<file path="src/rtl/tp_codec_pkg.sv">
package tp_codec_pkg;
  // Convert a duration in microseconds to clock ticks.
  function automatic int us_ticks(input int us, input int tpu);
    return us * tpu;
  endfunction

  // Width of a counter able to hold values 0..n-1.
  function automatic int cnt_w(input int n);
    return (n < 2) ? 1 : $clog2(n);
  endfunction
endpackage

</file>
<file path="src/rtl/tp_tx_coder.sv">
module tp_tx_coder #(
  parameter int CELL_T  = 208,
  parameter int PULSE_T = 70,
  parameter int CW      = 8
) (
  input  logic clk,
  input  logic rst_n,
  input  logic in_valid,
  input  logic in_bit,
  output logic in_ready,
  output logic accept,
  output logic busy,
  output logic cur_bit,
  output logic txd
);
  logic          busy_q;
  logic          bit_q;
  logic [CW-1:0] cnt_q;
  logic          last;

  assign last     = busy_q && (cnt_q == CW'(CELL_T - 1));
  assign in_ready = !busy_q || last;
  assign accept   = in_valid && in_ready;
  assign busy     = busy_q;
  assign cur_bit  = bit_q;
  assign txd      = busy_q && !bit_q && (cnt_q < CW'(PULSE_T));

  always_ff @(posedge clk or negedge rst_n) begin
    if (!rst_n) begin
      busy_q <= 1'b0;
      bit_q  <= 1'b1;
      cnt_q  <= '0;
    end else if (accept) begin
      busy_q <= 1'b1;
      bit_q  <= in_bit;
      cnt_q  <= '0;
    end else if (last) begin
      busy_q <= 1'b0;
    end else if (busy_q) begin
      cnt_q  <= cnt_q + 1'b1;
    end
  end
endmodule

</file>
<file path="src/rtl/tp_rx_decoder.sv">
module tp_rx_decoder #(
  parameter int CELL_T   = 208,
  parameter int MINW_T   = 30,
  parameter int END_ONES = 10,
  parameter int CW       = 8,
  parameter int HW       = 5,
  parameter int OW       = 4
) (
  input  logic clk,
  input  logic rst_n,
  input  logic rxd,
  output logic rx_valid,
  output logic rx_bit,
  output logic qual,
  output logic framed,
  output logic cell_end
);
  logic          s1_q, s2_q;
  logic [HW-1:0] hi_q;
  logic          framed_q, got0_q, valid_q, bit_q;
  logic [CW-1:0] pos_q;
  logic [OW-1:0] ones_q;
  logic          zero_cell;

  assign qual      = s2_q && (hi_q == HW'(MINW_T - 1));
  assign cell_end  = framed_q && (pos_q == CW'(CELL_T - 1));
  assign zero_cell = got0_q || qual;
  assign framed    = framed_q;
  assign rx_valid  = valid_q;
  assign rx_bit    = bit_q;

  // Synchronizer and saturating high-run counter.
  always_ff @(posedge clk or negedge rst_n) begin
    if (!rst_n) begin
      s1_q <= 1'b0;
      s2_q <= 1'b0;
      hi_q <= '0;
    end else begin
      s1_q <= rxd;
      s2_q <= s1_q;
      if (!s2_q)                     hi_q <= '0;
      else if (hi_q != HW'(MINW_T))  hi_q <= hi_q + 1'b1;
    end
  end

  // Cell framing and bit decision.
  always_ff @(posedge clk or negedge rst_n) begin
    if (!rst_n) begin
      framed_q <= 1'b0;
      got0_q   <= 1'b0;
      valid_q  <= 1'b0;
      bit_q    <= 1'b1;
      pos_q    <= '0;
      ones_q   <= '0;
    end else begin
      valid_q <= 1'b0;
      if (!framed_q) begin
        if (qual) begin
          framed_q <= 1'b1;
          pos_q    <= CW'(MINW_T);
          got0_q   <= 1'b1;
          ones_q   <= '0;
        end
      end else if (cell_end) begin
        valid_q <= 1'b1;
        bit_q   <= !zero_cell;
        pos_q   <= '0;
        got0_q  <= 1'b0;
        if (zero_cell)                           ones_q   <= '0;
        else if (ones_q == OW'(END_ONES - 1))    framed_q <= 1'b0;
        else                                     ones_q   <= ones_q + 1'b1;
      end else begin
        pos_q <= pos_q + 1'b1;
        if (qual) got0_q <= 1'b1;
      end
    end
  end
endmodule

</file>
<file path="src/rtl/tp_codec.sv">
module tp_codec #(
  parameter int TICKS_PER_US = 16,
  parameter int END_ONES     = 10
) (
  input  logic clk,
  input  logic rst_n,
  input  logic tx_valid,
  input  logic tx_bit,
  output logic tx_ready,
  output logic txd,
  input  logic rxd,
  output logic rx_valid,
  output logic rx_bit,
  output logic tx_collide
);
  import tp_codec_pkg::*;

  localparam int CELL_T  = us_ticks(104, TICKS_PER_US);
  localparam int PULSE_T = us_ticks(35, TICKS_PER_US);
  localparam int MINW_T  = us_ticks(15, TICKS_PER_US);
  localparam int CW      = cnt_w(CELL_T);
  localparam int HW      = cnt_w(MINW_T + 1);
  localparam int OW      = cnt_w(END_ONES);

  // Named internal events, observed by the bound checker.
  logic tx_accept, tx_busy, tx_cur_bit;
  logic rx_qual, rx_framed, rx_cell_end;
  logic collide_q;

  tp_tx_coder #(.CELL_T(CELL_T), .PULSE_T(PULSE_T), .CW(CW)) u_tx (
    .clk(clk), .rst_n(rst_n), .in_valid(tx_valid), .in_bit(tx_bit),
    .in_ready(tx_ready), .accept(tx_accept), .busy(tx_busy),
    .cur_bit(tx_cur_bit), .txd(txd)
  );

  tp_rx_decoder #(.CELL_T(CELL_T), .MINW_T(MINW_T), .END_ONES(END_ONES),
                  .CW(CW), .HW(HW), .OW(OW)) u_rx (
    .clk(clk), .rst_n(rst_n), .rxd(rxd), .rx_valid(rx_valid),
    .rx_bit(rx_bit), .qual(rx_qual), .framed(rx_framed),
    .cell_end(rx_cell_end)
  );

  always_ff @(posedge clk or negedge rst_n) begin
    if (!rst_n) collide_q <= 1'b0;
    else        collide_q <= rx_qual && tx_busy && tx_cur_bit;
  end
  assign tx_collide = collide_q;
endmodule

</file>
<file path="config.mk">
export PLATFORM = sky130hd
export DESIGN_NAME = tp_codec
export DESIGN_NICKNAME = d
export VERILOG_FILES = /design/src/rtl/tp_codec_pkg.sv /design/src/rtl/tp_tx_coder.sv /design/src/rtl/tp_rx_decoder.sv /design/src/rtl/tp_codec.sv
export SDC_FILE = /design/constraint.sdc
export NUM_CORES = 1
export LEC_CHECK = 0
export BUFFER_PORTS_ARGS = -buffer_cell sky130_fd_sc_hd__clkbuf_2
export CAP_MARGIN = 20
export CORE_UTILIZATION = 55
export DETAILED_ROUTE_END_ITERATION = 10
export PLACE_DENSITY = 0.81
export REMOVE_ABC_BUFFERS = 1
export SLEW_MARGIN = 30
export SYNTH_ARGS = -nofsm -noshare
export SYNTH_HDL_FRONTEND = slang
export SYNTH_SLANG_ARGS = --single-unit
</file>
<file path="constraint.sdc">
create_clock -name clk -period 1.8 [get_ports clk]
set_clock_uncertainty 0.05 [all_clocks]
set_input_delay 0.27 -clock clk [delete_from_list [all_inputs] [get_ports clk]]
set_output_delay 0.27 -clock clk [all_outputs]
set_load 0.01 [all_outputs]
</file>
* Yosys cells after proc, flatten, opt, wreduce, memory -nomap -nowiden *
Index checks and enable logic that the tools add are counted.

cells by class
  $lt $le $gt $ge = 1
  reduce and logical (&&, ||, !) cells = 19
  $add $sub $neg = 4
  muxes and demuxes = 25
  equal/unequal tests = 9

operator list
  cell                   count
  $mux 11                6
  $add 11x1->11 const B  2
  $eq 11x11->1 const B   2
  $mux 4                 5
  $mux 8                 2
  $mux 1                 12
  $lt 11x10->1 const B   1
  $add 8x1->8 const B    1
  $eq 8x8->1 const B     1
  $logic_and 1x1->1      8
  $ne 8x8->1 const B     1
  $ne 2x2->1 const B     3
  $reduce_bool 2->1      3
  $add 4x1->4 const B    1
  $eq 4x4->1 const B     1
  $reduce_and 2->1       2
  $logic_not 1->1        3
  $ne 3x3->1 const B     1
  $reduce_and 3->1       1
  $logic_or 1x1->1       2

storage, ports and cells
  flip-flop bits (word level) = 43
  output and inout port bits = 5
  word-level logic and storage cells = 71

* Depth between registers and ports, before layout *
  depth after elaboration = 6
  depth in mapped cells = 7
  mapped depth without buffers = 6

* Cells and area by module *
Synthesis repeated with hierarchy kept, for this count alone.

second synthesis, totals
  cell total of the unflattened synthesis = 221
  area total of the unflattened synthesis = 2289.7 um2

by module, submodules not included
  module         times used  cells an instance  area an instance (um2)
  tp_rx_decoder  1           147                1501.4
  tp_tx_coder    1           72                 757.0
  tp_codec       1           2                  31.3

* Worst setup path before layout *
Ideal clock, no wire load.

  path kind = reg-to-output
  start = register u_tx.cnt_q[5]
  end = output txd
  data arrival time = 1509 ps
  cell stages (with the launch flop) = 3
  setup slack = -29 ps
  path through = dfrtp_1 -> a2111o_1 -> a2111oi_0

on the way
  word-level cells in the longest chain between the ends = 2

ends and longest elaborated chain
  element                 line               source
  start, declared         tp_tx_coder.sv:18  logic [CW-1:0] cnt_q;
  start signal, assigned  tp_tx_coder.sv:40  cnt_q <= cnt_q + 1'b1;
  $lt 11x10->1            tp_tx_coder.sv:26  assign txd = busy_q && !bit_q && (cnt_q < CW'(PULSE_T));
  $logic_and 1x1->1       tp_tx_coder.sv:26
  end, declared           tp_codec.sv:10     output logic txd,

No other way between the ends.

* Worst setup path after layout *
  start = register u_tx.cnt_q[8]
  end = output tx_ready

on the way
  word-level cells in the longest chain between the ends = 3

ends and longest elaborated chain
  element            line               source
  $eq 11x11->1       tp_tx_coder.sv:21  assign last = busy_q && (cnt_q == CW'(CELL_T - 1));
  $logic_and 1x1->1  tp_tx_coder.sv:21
  $logic_or 1x1->1   tp_tx_coder.sv:22  assign in_ready = !busy_q || last;
  end, declared      tp_codec.sv:9      output logic tx_ready,

No other way between the ends.

==> flow_metrics.py <==
metrics = {
    "routing": {
        "detail_route.first_pass.iterations": 4,
        "dr.first_iter.drc_count": 114,
        "post_drt_via_cell_ratio": 5.91,
        "ant_nets": 0,
        "detail_route.wl_per_cell_um": 15.1,
        "num_vias": 1986,
        "routed_wirelength_um": 5070,
        "remaining_drc_errors": 0,
    },
    "synth": {
        "cell_type_with_the_highest_aggregate_area_in_the_netlist": "dfrtp_1",
        "synth.top_cells.by_count": "dfrtp_1 (41), nand2_1 (23), o21ai_0 (20)",
        "yosys_most_used_dff": "dfrtp_1",
        "count_of_flip_flops_with_a_built_in_enable_after_synthesis": 0,
        "async_s_r_ff_share_synth_pct": 100,
        "yosysWarnings": 0,
        "synth_area_per_cell_um2": 9.70,
        "yosysMostFrequentCell": "dfrtp_1",
        "yosysTopAreaCellShare_pct": 44.6,
        "mappedNetlistArea_um2": 2300,
        "syn_inst": 237,
        "synth.top_cells.by_area": "dfrtp_1 (45%), o21ai_0 (4.4%), nand3_1 (4.1%), nand2_1 (3.8%), ha_1 (3.3%)",
        "ys_ff_latch": 43,
        "yosysSeqAreaShare_pct": 46.9,
        "synthDistinctLibCells": 49,
    },
    "die": {
        "floorplan.die_area_um2": 4440,
        "floorplan.rows": 23,
        "design.core.area_um2": 4000,
        "num_io_pins": 10,
        "die_h_um": 66.6,
        "floorplan.die.width_um": 66.6,
        "floorplan.initialDensity_pct": 57.5,
    },
    "final_layout": {
        "layout.cells.non_filler": 336,
        "insertedDiodeCount": 0,
        "nets": 296,
        "num-fill-cells": 280,
        "drive_gt1_share_pct": 26.9,
        "area_delta_synth_final_pct": 22.8,
        "post-route-cell-area_um2": 2820,
    },
    "worst_setup_path": {
        "cp.arrival_ps": 1650,
        "cpMaxStageDelayCell": "dfrtp_1",
        "worst_path_largest_cell_delay_ps": 410,
        "cp_num_cells": 4,
        "cp_num_buf_inv": 2,
        "critPathTopFamily": "flip-flops",
        "worst_r2r_path_depth": 5,
        "cp-start-kind": "flip-flop",
        "required_ps": 1480,
        "critPathCaptureType": "primary output",
        "setup.worst_path.class": "reg2out",
        "worstPathMaxFanout": 4,
        "worstPathCellList": "or3b_1, o31a_1, inv_4, buf_6",
    },
    "grt": {
        "wire_length_of_the_first_global_routing_pass_um": 8270,
        "grt_remaining_overflow": 0,
        "grt.total_usage_pct": 24.9,
        "grt_start_max_net_pins": 44,
        "antenna_violations_before_repair": 0,
        "grt_pass1_vias": 1865,
    },
    "sta": {
        "finalCriticalPeriod_ps": 1970,
        "max_clock_freq_mhz": 508,
        "final_critical_path_setup_slack_ps": -170,
        "setup_repair_after_global_routing_missed_its_margin": "true",
        "slew_headroom_pct": 64.7,
        "tns_ps": -573,
        "finalHoldWorstSlack_ps": -13.6,
        "tightest_slew_ps": 530,
        "layout_worst_path_cycle_share_pct": 109,
        "maxSlewViolCount": 0,
        "final-setup-viol-count": 7,
        "finalHoldViolCount": 19,
    },
    "placed_design": {
        "place_ws_ps": 7.66,
        "dp.final_hpwl_um": 3260,
        "place_inst": 314,
        "io_buffer_count": 9,
        "gp_congestion": 0.974,
        "place_area_um2": 2540,
    },
    "clock_tree": {
        "tritoncts_clock_tree": "done",
        "root_buffer": "clkbuf_8",
        "clk-insertion-delay-late_ps": 290,
        "number_of_buffers_created_by_cts": 5,
        "cts_hold_repair.buffers": 0,
        "clock-sinks": 43,
        "worst_setup_hold_path_clk_slew_ps": 90,
        "cts_buffer_depth": 2,
        "h_tree_levels": 2,
    },
    "outcome": {
        "run_status": "finished with violations",
        "failed_checks": "negative hold slack, negative setup slack",
    },
    "pwr": {
        "peakVddDrop_mv": 0.586,
        "power.total_uw": 2120,
        "leakagePower_uw": 0.00129,
        "power_density_over_cell_area_nw_per_um2": 752,
    },
    "run": {
        "maxcap_violations": 0,
    },
    "min_path": {
        "hp-class": "in2async",
    },
}
layout make-up:
type	instances	area [µm²]	share of cell area, %
Multi-Input combinational cell	175	1200	42.6
Timing Repair Buffer	46	340	12.1
Inverter	14	55.1	1.95
Clock inverter	3	15.0	0.532
Tap cell	50	62.6	2.22
Sequential cell	43	1080	38.3
Clock buffer	5	68.8	2.44
repair_timing:
| action | 4_1_cts | 5_1_grt |
|---|---|---|
| setup endpoints to repair | 5 | 17 |
| pin swaps | 3 | 12 |
| setup buffers | 6 | 8 |
| resized for setup | 5 | 22 |
cell usage in the layout, fill, tap and decap left out, types with 5 or more instances in the layout:
master	instances
a211o_1	5
a21oi_1	6
and2_1	5
buf_4	34
clkbuf_2	7
clkbuf_8	5
dfrtp_1	40
inv_1	12
nand2_1	23
nand3_1	19
nand4_1	7
nor2_1	7
nor2b_1	5
nor3_1	5
o21ai_0	19
xnor2_1	7
through the flow:
step                hold slack [ps]  utilization [%]
floorplan                     -75.6                -
global placement                283             63.4
detailed placement              290             63.4
CTS                            3.97             67.2
global route                   24.1             70.6
finish                        -13.6             70.6
final timing paths:
path,from,endpoint,slack [ps]
worst max-delay path,u_tx.cnt_q[8],tx_ready,-170
worst min-delay path,rst_n,u_rx.pos_q[3],-10
worst max register to register,u_tx.cnt_q[8],u_tx.cnt_q[7],-60
worst min register to register,u_rx.s1_q,u_rx.s2_q,310
max in group asynchronous,rst_n,u_rx.pos_q[8],1340
min in group clk,rxd,u_rx.s1_q,40
registers in the layout (all words and copies together), names as in the netlist, 4 cells and up:
signal and count:
u_tx.cnt_q 11, u_rx.hi_q 8, u_rx.ones_q 4, u_rx.pos_q 11
power breakdown:
part,leakage (µW),internal [µW],switching (µW)
logic,0.000683,213,181
clock network,0.0000477,266,326
registers,0.000563,1050,87.8
routing by layer:
metal | up-vias | share of wire (%) | track usage (%)
met4 | 0 | 2.6 | 12.8
met2 | 40 | 49 | 40.4
met5 | - | 0 | 0
met3 | 20 | 3.0 | 4.62
li1 | 968 | - | -
met1 | 958 | 45 | 31.3
cells by family after synthesis:
group,count (synthesis),synth area share (%)
and+or+nand+nor,100,24.8
AOI/OAI and AO/OA,58,16.5
DFF,43,46.9
buffers and inverters,19,4.19
xor gates and xnor gates,9,3.43
adders and majority gates,6,3.27
muxes,2,0.871
Power figures use the tool's default switching activity.
